File: src/rtl/hsq_pkg.sv
package hsq_pkg;

    // State of one strobe level filter
    typedef enum logic [1:0] {
        FLT_IDLE = 2'd0,  // released
        FLT_ARM  = 2'd1,  // counting low samples
        FLT_HOLD = 2'd2,  // accepted as asserted
        FLT_REL  = 2'd3   // counting high samples
    } flt_state_e;

endpackage

File: src/rtl/hsq_sync.sv
module hsq_sync #(
    parameter int STAGES   = 2,
    parameter bit IDLE_VAL = 1'b1
) (
    input  logic clk,
    input  logic rst,
    input  logic async_i,
    output logic sync_o
);
    logic [STAGES-1:0] chain_q;

    always_ff @(posedge clk) begin
        if (rst) begin
            chain_q <= {STAGES{IDLE_VAL}};
        end else begin
            chain_q <= {chain_q[STAGES-2:0], async_i};
        end
    end

    assign sync_o = chain_q[STAGES-1];
endmodule

File: src/rtl/hsq_filter.sv
module hsq_filter
    import hsq_pkg::*;
#(
    parameter int FILT_LEN = 8
) (
    input  logic clk,
    input  logic rst,
    input  logic lvl_n_i,   // synchronized strobe, active-low
    output logic qual_o     // one-cycle pulse on the qualify transition
);
    localparam int CNT_W = (FILT_LEN > 2) ? $clog2(FILT_LEN) : 1;
    localparam logic [CNT_W-1:0] CNT_LAST = CNT_W'(FILT_LEN - 1);

    flt_state_e       state_q, state_d;
    logic [CNT_W-1:0] cnt_q, cnt_d;

    // state register
    always_ff @(posedge clk) begin
        if (rst) begin
            state_q <= FLT_IDLE;
            cnt_q   <= '0;
        end else begin
            state_q <= state_d;
            cnt_q   <= cnt_d;
        end
    end

    // next state and outputs
    always_comb begin
        state_d = state_q;
        cnt_d   = cnt_q;
        qual_o  = 1'b0;
        unique case (state_q)
            FLT_IDLE: begin
                if (!lvl_n_i) begin
                    state_d = FLT_ARM;
                    cnt_d   = CNT_W'(1);
                end
            end
            FLT_ARM: begin
                if (lvl_n_i) begin
                    state_d = FLT_IDLE;
                    cnt_d   = '0;
                end else if (cnt_q == CNT_LAST) begin
                    state_d = FLT_HOLD;
                    cnt_d   = '0;
                    qual_o  = 1'b1;
                end else begin
                    cnt_d = cnt_q + CNT_W'(1);
                end
            end
            FLT_HOLD: begin
                if (lvl_n_i) begin
                    state_d = FLT_REL;
                    cnt_d   = CNT_W'(1);
                end
            end
            FLT_REL: begin
                if (!lvl_n_i) begin
                    state_d = FLT_HOLD;
                    cnt_d   = '0;
                end else if (cnt_q == CNT_LAST) begin
                    state_d = FLT_IDLE;
                    cnt_d   = '0;
                end else begin
                    cnt_d = cnt_q + CNT_W'(1);
                end
            end
            default: begin
                state_d = FLT_IDLE;
                cnt_d   = '0;
            end
        endcase
    end


    qual_single_chk: assert property (@(posedge clk) disable iff (rst)
        qual_o |=> !qual_o);


    cnt_range_chk: assert property (@(posedge clk) disable iff (rst)
        cnt_q <= CNT_LAST);


    hold_entry_chk: assert property (@(posedge clk) disable iff (rst)
        (state_q == FLT_HOLD && $past(state_q) != FLT_HOLD) |->
            ($past(state_q) == FLT_ARM || $past(state_q) == FLT_REL));
endmodule

File: src/rtl/host_strobe_qual.sv
module host_strobe_qual #(
    parameter int SYNC_STAGES = 2,
    parameter int FILT_LEN    = 8,
    parameter int DATA_W      = 8
) (
    input  logic              clk,
    input  logic              rst,
    input  logic              wr_n_i,
    input  logic              rd_n_i,
    input  logic              mode_i,
    input  logic [DATA_W-1:0] data_i,
    output logic              wr_evt_o,
    output logic              rd_evt_o,
    output logic              evt_mode_o,
    output logic [DATA_W-1:0] evt_data_o,
    output logic              err_o
);
    localparam int N_STB = 2;   // index 0 = write, 1 = read

    logic [N_STB-1:0] raw_n;
    logic [N_STB-1:0] sync_n;
    logic [N_STB-1:0] qual;

    assign raw_n = {rd_n_i, wr_n_i};

    for (genvar g = 0; g < N_STB; g++) begin : g_strobe
        hsq_sync #(
            .STAGES   (SYNC_STAGES),
            .IDLE_VAL (1'b1)
        ) sync_i (
            .clk     (clk),
            .rst     (rst),
            .async_i (raw_n[g]),
            .sync_o  (sync_n[g])
        );

        hsq_filter #(
            .FILT_LEN (FILT_LEN)
        ) filt_i (
            .clk     (clk),
            .rst     (rst),
            .lvl_n_i (sync_n[g]),
            .qual_o  (qual[g])
        );
    end

    logic wr_only, rd_only, both;
    assign wr_only = qual[0] & ~qual[1];
    assign rd_only = qual[1] & ~qual[0];
    assign both    = qual[0] & qual[1];

    always_ff @(posedge clk) begin
        if (rst) begin
            wr_evt_o   <= 1'b0;
            rd_evt_o   <= 1'b0;
            evt_mode_o <= 1'b0;
            evt_data_o <= '0;
            err_o      <= 1'b0;
        end else begin
            wr_evt_o <= wr_only;
            rd_evt_o <= rd_only;
            if (wr_only || rd_only) evt_mode_o <= mode_i;
            if (wr_only)            evt_data_o <= data_i;
            if (both)               err_o      <= 1'b1;
        end
    end


    no_dual_evt_chk: assert property (@(posedge clk) disable iff (rst)
        !(wr_evt_o && rd_evt_o));


    wr_pulse_chk: assert property (@(posedge clk) disable iff (rst)
        wr_evt_o |=> !wr_evt_o);


    rd_pulse_chk: assert property (@(posedge clk) disable iff (rst)
        rd_evt_o |=> !rd_evt_o);


    wr_data_chk: assert property (@(posedge clk) disable iff (rst)
        wr_evt_o |-> (evt_data_o == $past(data_i)));


    mode_chk: assert property (@(posedge clk) disable iff (rst)
        (wr_evt_o || rd_evt_o) |-> (evt_mode_o == $past(mode_i)));


    err_sticky_chk: assert property (@(posedge clk) disable iff (rst)
        err_o |=> err_o);


    rd_keeps_data_chk: assert property (@(posedge clk) disable iff (rst)
        (rd_evt_o && !$past(wr_evt_o)) |-> $stable(evt_data_o));
endmodule

File: config.mk
export PLATFORM = sky130hd
export DESIGN_NAME = host_strobe_qual
export DESIGN_NICKNAME = d
export VERILOG_FILES = /design/src/rtl/hsq_pkg.sv /design/src/rtl/hsq_sync.sv /design/src/rtl/hsq_filter.sv /design/src/rtl/host_strobe_qual.sv
export SDC_FILE = /design/constraint.sdc
export NUM_CORES = 1
export LEC_CHECK = 0
export BUFFER_PORTS_ARGS = -buffer_cell sky130_fd_sc_hd__buf_2
export CAP_MARGIN = 20
export CORE_AREA = 4 4 50 52
export DETAILED_ROUTE_END_ITERATION = 10
export DIE_AREA = 0 0 54 56
export GPL_TIMING_DRIVEN = 0
export PLACE_DENSITY_LB_ADDON = 0.15
export SYNTH_ARGS = -nofsm -noshare
export SYNTH_HDL_FRONTEND = slang
export SYNTH_SLANG_ARGS = --single-unit
File: constraint.sdc
create_clock -name clk -period 2.9 [get_ports clk]
set_input_delay 0.87 -clock clk [delete_from_list [all_inputs] [get_ports clk]]
set_output_delay 0.87 -clock clk [all_outputs]
set_load 0.01 [all_outputs]
==> results of run 1 <==
[flip-flops by register name, indices dropped and copies added, names as in the netlist, named ones only]
name,count
evt_data_o,8
g_strobe.filt_i.cnt_q,6
g_strobe.sync_i.chain_q,4
g_strobe.filt_i.state_q,2
err_o,1
evt_mode_o,1
rd_evt_o,1
wr_evt_o,1
[power groups by stage]
stage | registers (uW) | logic [uW] | clock network [uW]
global placement | 373 | 24.5 | 0
detailed placement | 373 | 25.4 | 0
CTS | 365 | 25.5 | 186
global route | 366 | 28.1 | 202
floorplan | 372 | 13.5 | 0
finish | 365 | 25.1 | 179
[area by class of cell]
| class | count | area, sq um | area share |
|---|---|---|---|
| sequential | 26 | 520 | 0.407 |
| timing repair buffer | 24 | 120 | 0.0940 |
| buffer | 6 | 41.3 | 0.0323 |
| inverter | 2 | 7.51 | 0.00588 |
| multi-input combinational | 75 | 517 | 0.405 |
| clock buffer | 4 | 36.3 | 0.0284 |
| tap | 28 | 35.0 | 0.0274 |
[cells by family after synthesis]
| group | Yosys count |
|---|---|
| adders and majority gates | 9 |
| DFF | 26 |
| AOI/OAI and AO/OA | 12 |
| and+or+nand+nor | 41 |
| muxes | 10 |
| xor gates and xnor gates | 3 |
| buffers and inverters | 8 |
[per-layer routing]
| layer | global-route usage | up-vias |
|---|---|---|
| met5 | 0 | - |
| met2 | 0.239 | 18 |
| met4 | 0.0641 | 0 |
| met1 | 0.173 | 353 |
| met3 | 0.0349 | 4 |
| li1 | - | 420 |
[layout by cell type, fill, tap and decap left out]
cell	instances
inv_1	2
o21a_1	2
nand4b_1	1
mux2_1	1
nand3b_1	2
xor2_1	1
nand2_1	6
nand3_1	5
mux2i_1	9
ha_1	9
dfxtp_1	26
nor2_1	15
a2bb2oi_1	1
clkbuf_8	1
nor3_1	2
a21oi_1	8
xnor2_1	2
buf_12	1
clkbuf_1	3
nor2b_1	2
or3b_1	2
buf_2	26
a211oi_1	1
or3_1	1
clkbuf_4	3
or2_1	5
[metrics by stage]
stage                     std cells  hold slack [ps]
after floorplan                 109              383
after global placement          161              387
after detailed placement        161              398
after CTS                       165              431
after global routing            165              446
final                           165              425
[final timing paths]
| kind | start | slack, ps | to |
|---|---|---|---|
| max reg2reg | g_strobe[1].filt_i.cnt_q[0]$_SDFFE_PP0P_ | 1000 | evt_data_o[5]$_SDFFE_PP0P_ |
| max | g_strobe[1].filt_i.cnt_q[0]$_SDFFE_PP0P_ | 1000 | evt_data_o[5]$_SDFFE_PP0P_ |
| min | g_strobe[0].sync_i.chain_q[0]$_SDFF_PP1_ | 430 | g_strobe[0].sync_i.chain_q[1]$_SDFF_PP1_ |
| min reg2reg | g_strobe[0].sync_i.chain_q[0]$_SDFF_PP1_ | 430 | g_strobe[0].sync_i.chain_q[1]$_SDFF_PP1_ |
==> impl_metrics.json, run 1 <==
{
  "path_buf_inv": 1,
  "cap_violations": 0,
  "met1Wirelength_microns": 835,
  "first_pass_iters": 4,
  "crit_path_end_kind": "flop",
  "cp_max_fo": 9,
  "netlist_instances": 109,
  "dp_slack_ps": 1030,
  "ys_types": 24,
  "clockRootBuffer": "clkbuf_4",
  "synth_enable_flop_cells": 0,
  "highest-signal-layer": "met4",
  "area_growth_pct": 17.6,
  "ys_async_sr_fraction": 0,
  "routed_wl_microns": 1810,
  "clk_path_buf_depth": 2,
  "netlist_area_sq_mm": 0.00109,
  "cts_buffers": 3,
  "vdd_ir_drop_max_mv": 0.349,
  "met3_length_microns": 81,
  "final_nets": 160,
  "synth_top_family_by_area": "simple AND/OR/NAND/NOR gates",
  "synth_top_cell_by_area": "dfxtp_1",
  "synth_top_cell_area_share": 0.479,
  "die_h_microns": 56,
  "io_pins": 25,
  "setup_viol": 0,
  "skew_ps": 1.40,
  "wl_per_cell_microns": 11.0,
  "worstSetupPathType": "reg -> reg",
  "path_depth": 8,
  "cts_tree": "done",
  "setup_slack_ps": 1000,
  "slew_headroom": 0.706,
  "p_sw_frac": 0.208,
  "cts_sinks": 26,
  "rsz0062_at_grt": "no",
  "wl_met2_microns": 870,
  "vias": 795,
  "worstPathRequired_ps": 3110,
  "dp_hpwl_microns": 1380,
  "p_seq_frac": 0.641,
  "leakage_uw": 0.000582,
  "startpoint_type": "flop",
  "synth-compound-area-share": 0.0657,
  "syn_nets": 131,
  "p_total_uw": 570,
  "p_int_uw": 451,
  "ys_top_cells_by_count": "dfxtp_1 (26), nor2_1 (15), ha_1 (9), mux2i_1 (9), a21oi_1 (8)",
  "dominantRegCellSynth": "dfxtp_1",
  "synth_most_common_cell": "dfxtp_1",
  "die_area_sq_mm": 0.00302,
  "antenna_found_initial": 0,
  "io_buffers": 24,
  "dr.first_iter.drc_count": 10,
  "critical_path.top_delay_family": "adder cells",
  "htreeDepth": 1,
  "cpMostUsedCell": "ha_1",
  "synth_xor_area_frac": 0.0242,
  "die_x_microns": 54,
  "layout-drive-gt1-share": 0.226,
  "initial_utilization": 0.516,
  "diodes": 0,
  "fmax_mhz": 527,
  "finalHoldViolCount": 0,
  "ys_seq_area_frac": 0.479,
  "synthSimpleGateAreaFrac": 0.189,
  "combPwrFrac": 0.044,
  "path_cells": "ha_1, ha_1, nand2_1, or3_1, ha_1, buf_2, mux2i_1, nor2_1",
  "postCtsHoldBufs": 0,
  "dpl_cell_area_sq_mm": 0.00124,
  "track_usage": 0.145,
  "nFillCells": 178,
  "grt_max_degree": 15,
  "powerDensity_mw_per_mm2": 446,
  "remaining_drc_errors": 0,
  "min_path_type": "reg -> reg",
  "power_frac_clock": 0.315,
  "fin_crit_ps": 1900,
  "yosys_warnings": 0,
  "core_sq_mm": 0.00211,
  "switching_power_uw": 119,
  "ant_nets": 0,
  "clk_pin_slew_ps": 130,
  "grt-ovfl-total": 0,
  "synthMuxAreaShare": 0.0933,
  "via_per_inst": 4.82,
  "worst_slew_pin_slew_ps": 441,
  "r2r_cells": 8,
  "stdcell_area_sq_mm": 0.00128,
  "slew_viol_final": 0,
  "finalCritPeriodShare": 0.654,
  "utilization": 0.607,
  "critical-path-max-stage-delay_ps": 380,
  "status": "finished, final reports clean",
  "ys_ff_latch": 26,
  "tns_ps": 0,
  "cp_slowest_cell": "dfxtp_1",
  "synth_area_leaders": "dfxtp_1 (48%), ha_1 (10%), mux2i_1 (8.3%), nor2_1 (5.2%), a21oi_1 (3.7%)",
  "post_cts_buffers": 0,
  "cp_data_arrival_time_ps": 2100,
  "hold_path_depth": 1,
  "cts_resized": 0,
  "rows": 17,
  "avgSynthCellArea_sq_um": 9.96,
  "grt_pass1_wl_microns": 3260,
  "clk_latency_ps": 310,
  "globalplace.congestion": 0.747,
  "yosys.area_share.adder": 0.104,
  "grt_pass1_vias": 766
}
(Power assumes the default switching activity.)
==> run 2, diff against run 1 <==
--- a/config.mk
+++ b/config.mk
@@ -5,11 +5,12 @@
 export SDC_FILE = /design/constraint.sdc
 export NUM_CORES = 1
 export LEC_CHECK = 0
+export ABC_AREA = 1
 export BUFFER_PORTS_ARGS = -buffer_cell sky130_fd_sc_hd__buf_2
 export CAP_MARGIN = 20
-export CORE_AREA = 4 4 50 52
+export CORE_AREA = 4 4 54 56
 export DETAILED_ROUTE_END_ITERATION = 10
-export DIE_AREA = 0 0 54 56
+export DIE_AREA = 0 0 58 60
 export GPL_TIMING_DRIVEN = 0
 export PLACE_DENSITY_LB_ADDON = 0.15
 export SYNTH_ARGS = -nofsm -noshare
==> constraint.sdc (replaced) <==
create_clock -name clk -period 1.6 [get_ports clk]
set_input_delay 0.48 -clock clk [delete_from_list [all_inputs] [get_ports clk]]
set_output_delay 0.48 -clock clk [all_outputs]
set_load 0.01 [all_outputs]
==> impl_metrics.json, run 2 <==
{
  "initial_utilization": 0.459,
  "via_per_inst": 4.92,
  "finalHoldViolCount": 0,
  "routed_wl_microns": 2300,
  "r2r_cells": 9,
  "track_usage": 0.142,
  "netlist_area_sq_mm": 0.00112,
  "multi_input_area_sq_um": 613,
  "yosys_warnings": 0,
  "dp_hpwl_microns": 1550,
  "cap_violations": 0,
  "reg2reg_slack_ps": 60,
  "finalCritPeriodShare": 0.963,
  "rows": 18,
  "worstHoldStart": "wr_n_i",
  "ys_types": 19,
  "ys_seq_area_frac": 0.466,
  "clk_path_buf_depth": 2,
  "grt_pass1_vias": 909,
  "vias": 979,
  "cp_data_arrival_time_ps": 1760,
  "clk_latency_ps": 300,
  "ant_nets": 0,
  "diodes": 0,
  "synth_top_cell_by_area": "dfxtp_1",
  "seq_area_sq_um": 528,
  "final_common_cell": "nor2_1",
  "finalNonFillerCells": 199,
  "cts_buffers": 3,
  "cts_tree": "done",
  "die_h_microns": 60,
  "mostFrequentLayoutCells": "nor2_1 (28), buf_2 (26), dfxtp_1 (22), inv_1 (10), nand3_1 (9)",
  "area_growth_pct": 30.2,
  "wl_per_cell_microns": 11.5,
  "die_x_microns": 58,
  "layout-drive-gt1-share": 0.379,
  "grt_pass1_wl_microns": 3770,
  "ys_async_sr_fraction": 0,
  "synth_top_cell_area_share": 0.466,
  "dr.first_iter.drc_count": 34,
  "grt-ovfl-total": 0,
  "synth_most_common_cell": "nor2_1",
  "antenna_found_initial": 0,
  "netlist_instances": 137,
  "stdcell_area_sq_mm": 0.00145,
  "cts_sinks": 26,
  "setup_viol": 0,
  "p_total_uw": 1090,
  "avgSynthCellArea_sq_um": 8.15,
  "postCtsHoldBufs": 0,
  "htreeDepth": 1,
  "crit_path_end_kind": "flop",
  "io_pins": 25,
  "regToRegStartpoint": "g_strobe[1].filt_i.cnt_q[0]$_SDFFE_PP0P_",
  "worst_slew_pin_slew_ps": 273,
  "dominantRegCellSynth": "dfxtp_1",
  "clk_pin_slew_ps": 120,
  "reg2reg_to": "evt_data_o[7]$_SDFFE_PP0P_",
  "grt_max_degree": 14,
  "cp_max_fo": 5,
  "worstPathRequired_ps": 1820,
  "clockRootBuffer": "clkbuf_4",
  "slew_viol_final": 0,
  "top_register": "evt_data_o",
  "reg_top3": "evt_data_o (8), g_strobe.filt_i.cnt_q (6), g_strobe.sync_i.chain_q (4)",
  "slew_headroom": 0.818,
  "largest_reg_flops": 8,
  "first_pass_iters": 4,
  "hold_path_depth": 2,
  "dp_cells": 191,
  "die_area_sq_mm": 0.00348,
  "ys_ff_latch": 26,
  "synth_area_leaders": "dfxtp_1 (47%), ha_1 (10%), nor2_1 (9.4%), o21ai_0 (4.9%), inv_1 (4.4%)",
  "synth_enable_flop_cells": 0,
  "skew_ps": 1.72,
  "remaining_drc_errors": 0,
  "core_sq_mm": 0.00243,
  "fmax_mhz": 649,
  "status": "finished, final reports clean",
  "worstSetupPathType": "reg -> reg",
  "syn_nets": 159,
  "dpl_cell_area_sq_mm": 0.00127,
  "ys_top_cells_by_count": "nor2_1 (28), dfxtp_1 (26), inv_1 (13)",
  "hold_end": "g_strobe[0].sync_i.chain_q[0]$_SDFF_PP1_",
  "powerDensity_mw_per_mm2": 751,
  "nFillCells": 233,
  "io_buffers": 24,
  "vdd_ir_drop_max_mv": 0.618,
  "globalplace.congestion": 0.856,
  "fin_crit_ps": 1540,
  "startpoint_type": "flop",
  "leakage_uw": 0.000692,
  "final_nets": 193,
  "min_path_type": "in -> reg"
}
[run 2: power breakdown]
group | internal (uW) | total (uW) | switching [uW]
registers | 674 | 706 | 31.7
clock network | 87.9 | 258 | 171
logic | 51.6 | 127 | 75.4
[run 2: cell families after synthesis]
kind of cell | synth area share
DFF | 0.466
AOI/OAI and AO/OA | 0.0919
adders and majority gates | 0.101
buffers and inverters | 0.0729
and+or+nand+nor | 0.268
[run 2: repair_timing]
item	in CTS	in global routing
resized for setup	17	22
buffers inserted	0	5
pin swaps	3	5
hold endpoints to repair	0	0
gates cloned	0	0
setup endpoints to repair	10	10
[run 2: final cells by class]
class / instances / area share
multi-input combinational: 90 / 0.422
sequential: 26 / 0.363
timing repair buffer: 29 / 0.114
inverter: 19 / 0.0525
tap: 30 / 0.0258
clock buffer: 3 / 0.0155
buffer: 2 / 0.00689
[run 2: layer usage]
metal / track usage / wire (microns) / share of wire
met1: 0.167 / 1090 / 0.47
met5: 0 / 0 / 0
met4: 0.0695 / 20 / 0.0087
met3: 0.0367 / 121 / 0.053
met2: 0.240 / 1070 / 0.46
[run 2: worst max-delay path, cell delays in order (launching register included)]
cell and delay (ps):
dfxtp_4 380, ha_4 150, ha_4 120, inv_2 40, nor3_4 170, inv_2 70
ha_4 190, buf_6 140, o21ai_1 140, nor2_1 50
[run 2: metrics by stage]
stage               hold slack, ps  utilization  setup TNS [ps]  setup slack [ps]
floorplan                      383            -               0              63.8
global placement               389        0.524           -1500              -184
detailed placement             390        0.524           -2160              -269
CTS                            332        0.547           -76.7             -37.6
global route                   324        0.597          -0.254            -0.254
finish                         341        0.597               0              59.3
[run 2: how the worst max path moves through the flow]
stage                                             to  cells past startpoint  slack, ps                                      from
after floorplan           evt_data_o[3]$_SDFFE_PP0P_                      8         60  g_strobe[0].filt_i.cnt_q[0]$_SDFFE_PP0P_
after global placement    evt_data_o[4]$_SDFFE_PP0P_                      8       -180  g_strobe[0].filt_i.cnt_q[0]$_SDFFE_PP0P_
after detailed placement  evt_data_o[7]$_SDFFE_PP0P_                      8       -270  g_strobe[0].filt_i.cnt_q[0]$_SDFFE_PP0P_
after CTS                    evt_mode_o$_SDFFE_PP0P_                      8        -40  g_strobe[0].filt_i.cnt_q[0]$_SDFFE_PP0P_
after global routing      evt_data_o[7]$_SDFFE_PP0P_                      8       -0.3  g_strobe[0].filt_i.cnt_q[0]$_SDFFE_PP0P_
final                     evt_data_o[7]$_SDFFE_PP0P_                      9         60  g_strobe[1].filt_i.cnt_q[0]$_SDFFE_PP0P_
==> run 3, diff against run 2 <==
--- a/config.mk
+++ b/config.mk
@@ -8,9 +8,11 @@
 export ABC_AREA = 1
 export BUFFER_PORTS_ARGS = -buffer_cell sky130_fd_sc_hd__buf_2
 export CAP_MARGIN = 20
-export CORE_AREA = 4 4 54 56
+export CELL_PAD_IN_SITES_DETAIL_PLACEMENT = 1
+export CELL_PAD_IN_SITES_GLOBAL_PLACEMENT = 2
+export CORE_AREA = 4 4 70 72
 export DETAILED_ROUTE_END_ITERATION = 10
-export DIE_AREA = 0 0 58 60
+export DIE_AREA = 0 0 74 76
 export GPL_TIMING_DRIVEN = 0
 export PLACE_DENSITY_LB_ADDON = 0.15
 export SYNTH_ARGS = -nofsm -noshare
==> impl_metrics.json, run 3 (same netlist as run 2, synthesis figures left out) <==
{
  "leakage_uw": 0.000730,
  "powerDensity_mw_per_mm2": 785,
  "slew_viol_final": 0,
  "startpoint_type": "flop",
  "finalCritPeriodShare": 0.974,
  "tns_ps": 0,
  "wl_per_cell_microns": 13.1,
  "dr.first_iter.drc_count": 16,
  "fin_worst_hold_slack_ps": 382,
  "worstSetupPathType": "reg -> reg",
  "area_growth_pct": 39.0,
  "cts_tree": "done",
  "final_common_cell": "buf_2",
  "rows": 24,
  "io_pins": 25,
  "via_per_inst": 4.39,
  "crit_path_end_kind": "flop",
  "vdd_ir_drop_max_mv": 0.317,
  "seq_area_sq_um": 526,
  "cts_sinks": 26,
  "status": "finished, final reports clean",
  "clk_latency_ps": 270,
  "htreeDepth": 1,
  "clockRootBuffer": "clkbuf_8",
  "cap_violations": 0,
  "nFillCells": 531,
  "multi_input_area_sq_um": 624,
  "rsz0062_at_grt": "yes",
  "worstPathRequired_ps": 1820,
  "diodes": 0,
  "globalplace.congestion": 0.714,
  "fin_crit_ps": 1560,
  "skew_ps": 3.84,
  "cts_buffers": 3,
  "cp_max_fo": 6,
  "remaining_drc_errors": 0,
  "fmax_mhz": 642,
  "clk_pin_slew_ps": 90,
  "first_pass_iters": 3,
  "track_usage": 0.111,
  "die_h_microns": 76,
  "grt_pass1_wl_microns": 4800,
  "reg_top3": "evt_data_o (8), g_strobe.filt_i.cnt_q (6), g_strobe.sync_i.chain_q (4)",
  "antenna_found_initial": 0,
  "die_area_sq_mm": 0.00562,
  "top_register": "evt_data_o",
  "initial_utilization": 0.260,
  "finalHoldViolCount": 0,
  "io_buffers": 24,
  "largest_reg_flops": 8,
  "ant_nets": 0,
  "worst_slew_pin_slew_ps": 289,
  "mostFrequentLayoutCells": "buf_2 (26), nor2_1 (25), dfxtp_1 (22), inv_1 (10), buf_4 (10)",
  "slew_headroom": 0.807,
  "dp_cells": 213,
  "postCtsHoldBufs": 0,
  "final_nets": 199,
  "grt_max_degree": 14,
  "routed_wl_microns": 2960,
  "die_x_microns": 74,
  "grt-ovfl-total": 0,
  "vias": 997,
  "layout-drive-gt1-share": 0.423,
  "core_sq_mm": 0.00429,
  "dp_hpwl_microns": 2030,
  "cp_data_arrival_time_ps": 1770,
  "setup_viol": 0,
  "min_path_type": "in -> reg",
  "finalNonFillerCells": 227,
  "grt_pass1_vias": 1084,
  "clk_path_buf_depth": 2
}
==> run 3: cell types whose count changed in the layout (fill, tap and decap cells not counted), sizes merged <==
cell	before	now
buf	31	37
==> run 3: worst paths after layout <==
check / end / cells past startpoint / slack, ps / from
setup / recovery: evt_data_o[6]$_SDFFE_PP0P_ / 8 / 40 / g_strobe[0].filt_i.cnt_q[1]$_SDFFE_PP0P_
hold / removal: g_strobe[0].sync_i.chain_q[0]$_SDFF_PP1_ / 2 / 380 / wr_n_i
setup reg to reg: evt_data_o[6]$_SDFFE_PP0P_ / 8 / 40 / g_strobe[0].filt_i.cnt_q[1]$_SDFFE_PP0P_
hold reg to reg: g_strobe[0].sync_i.chain_q[1]$_SDFF_PP1_ / 1 / 420 / g_strobe[0].sync_i.chain_q[0]$_SDFF_PP1_
==> run 3: metrics by stage <==
step | setup slack, ps | power, uW | utilization | cell area, sq um
floorplan | 63.8 | 797 | - | 1120
global placement | -355 | 836 | 0.303 | 1300
detailed placement | -355 | 839 | 0.303 | 1300
CTS | 0.676 | 1230 | 0.337 | 1450
global route | -49.7 | 1290 | 0.361 | 1550
finish | 41.8 | 1220 | 0.361 | 1550
==> run 3: final cells by class <==
cell class	count	share of cell area
multi-input cells	90	0.402
well taps	52	0.0419
repair buffers	35	0.133
flip-flops and latches	26	0.339
clock buffers	3	0.0266
inverters	19	0.0508
plain buffers	2	0.00645
==> run 3: per-layer routing <==
layer	GRT usage	vias to the layer above	routed length [microns]
met3	0.0317	7	137
li1	-	518	-
met1	0.130	451	1330
met4	0.0507	0	72
met5	0	-	0
met2	0.182	21	1430
==> run 3: worst max-delay path, cell delays in order (launching register included) <==
cell     delay [ps]
dfxtp_2         360
ha_4            150
ha_4            130
inv_4            40
nor3_4          280
ha_4            250
buf_6           140
o21ai_2          50
nor2_1           90
==> run 3: power by group <==
part	switching [uW]	internal, uW
clock network	204	169
registers	30.7	673
logic	81.3	60.1
total	316	902
==> run 3: timing repair <==
action | CTS | global route
resized for setup | 16 | 23
endpoints found under the setup margin | 10 | 10
setup buffers | 5 | 6
pin swaps | 5 | 11
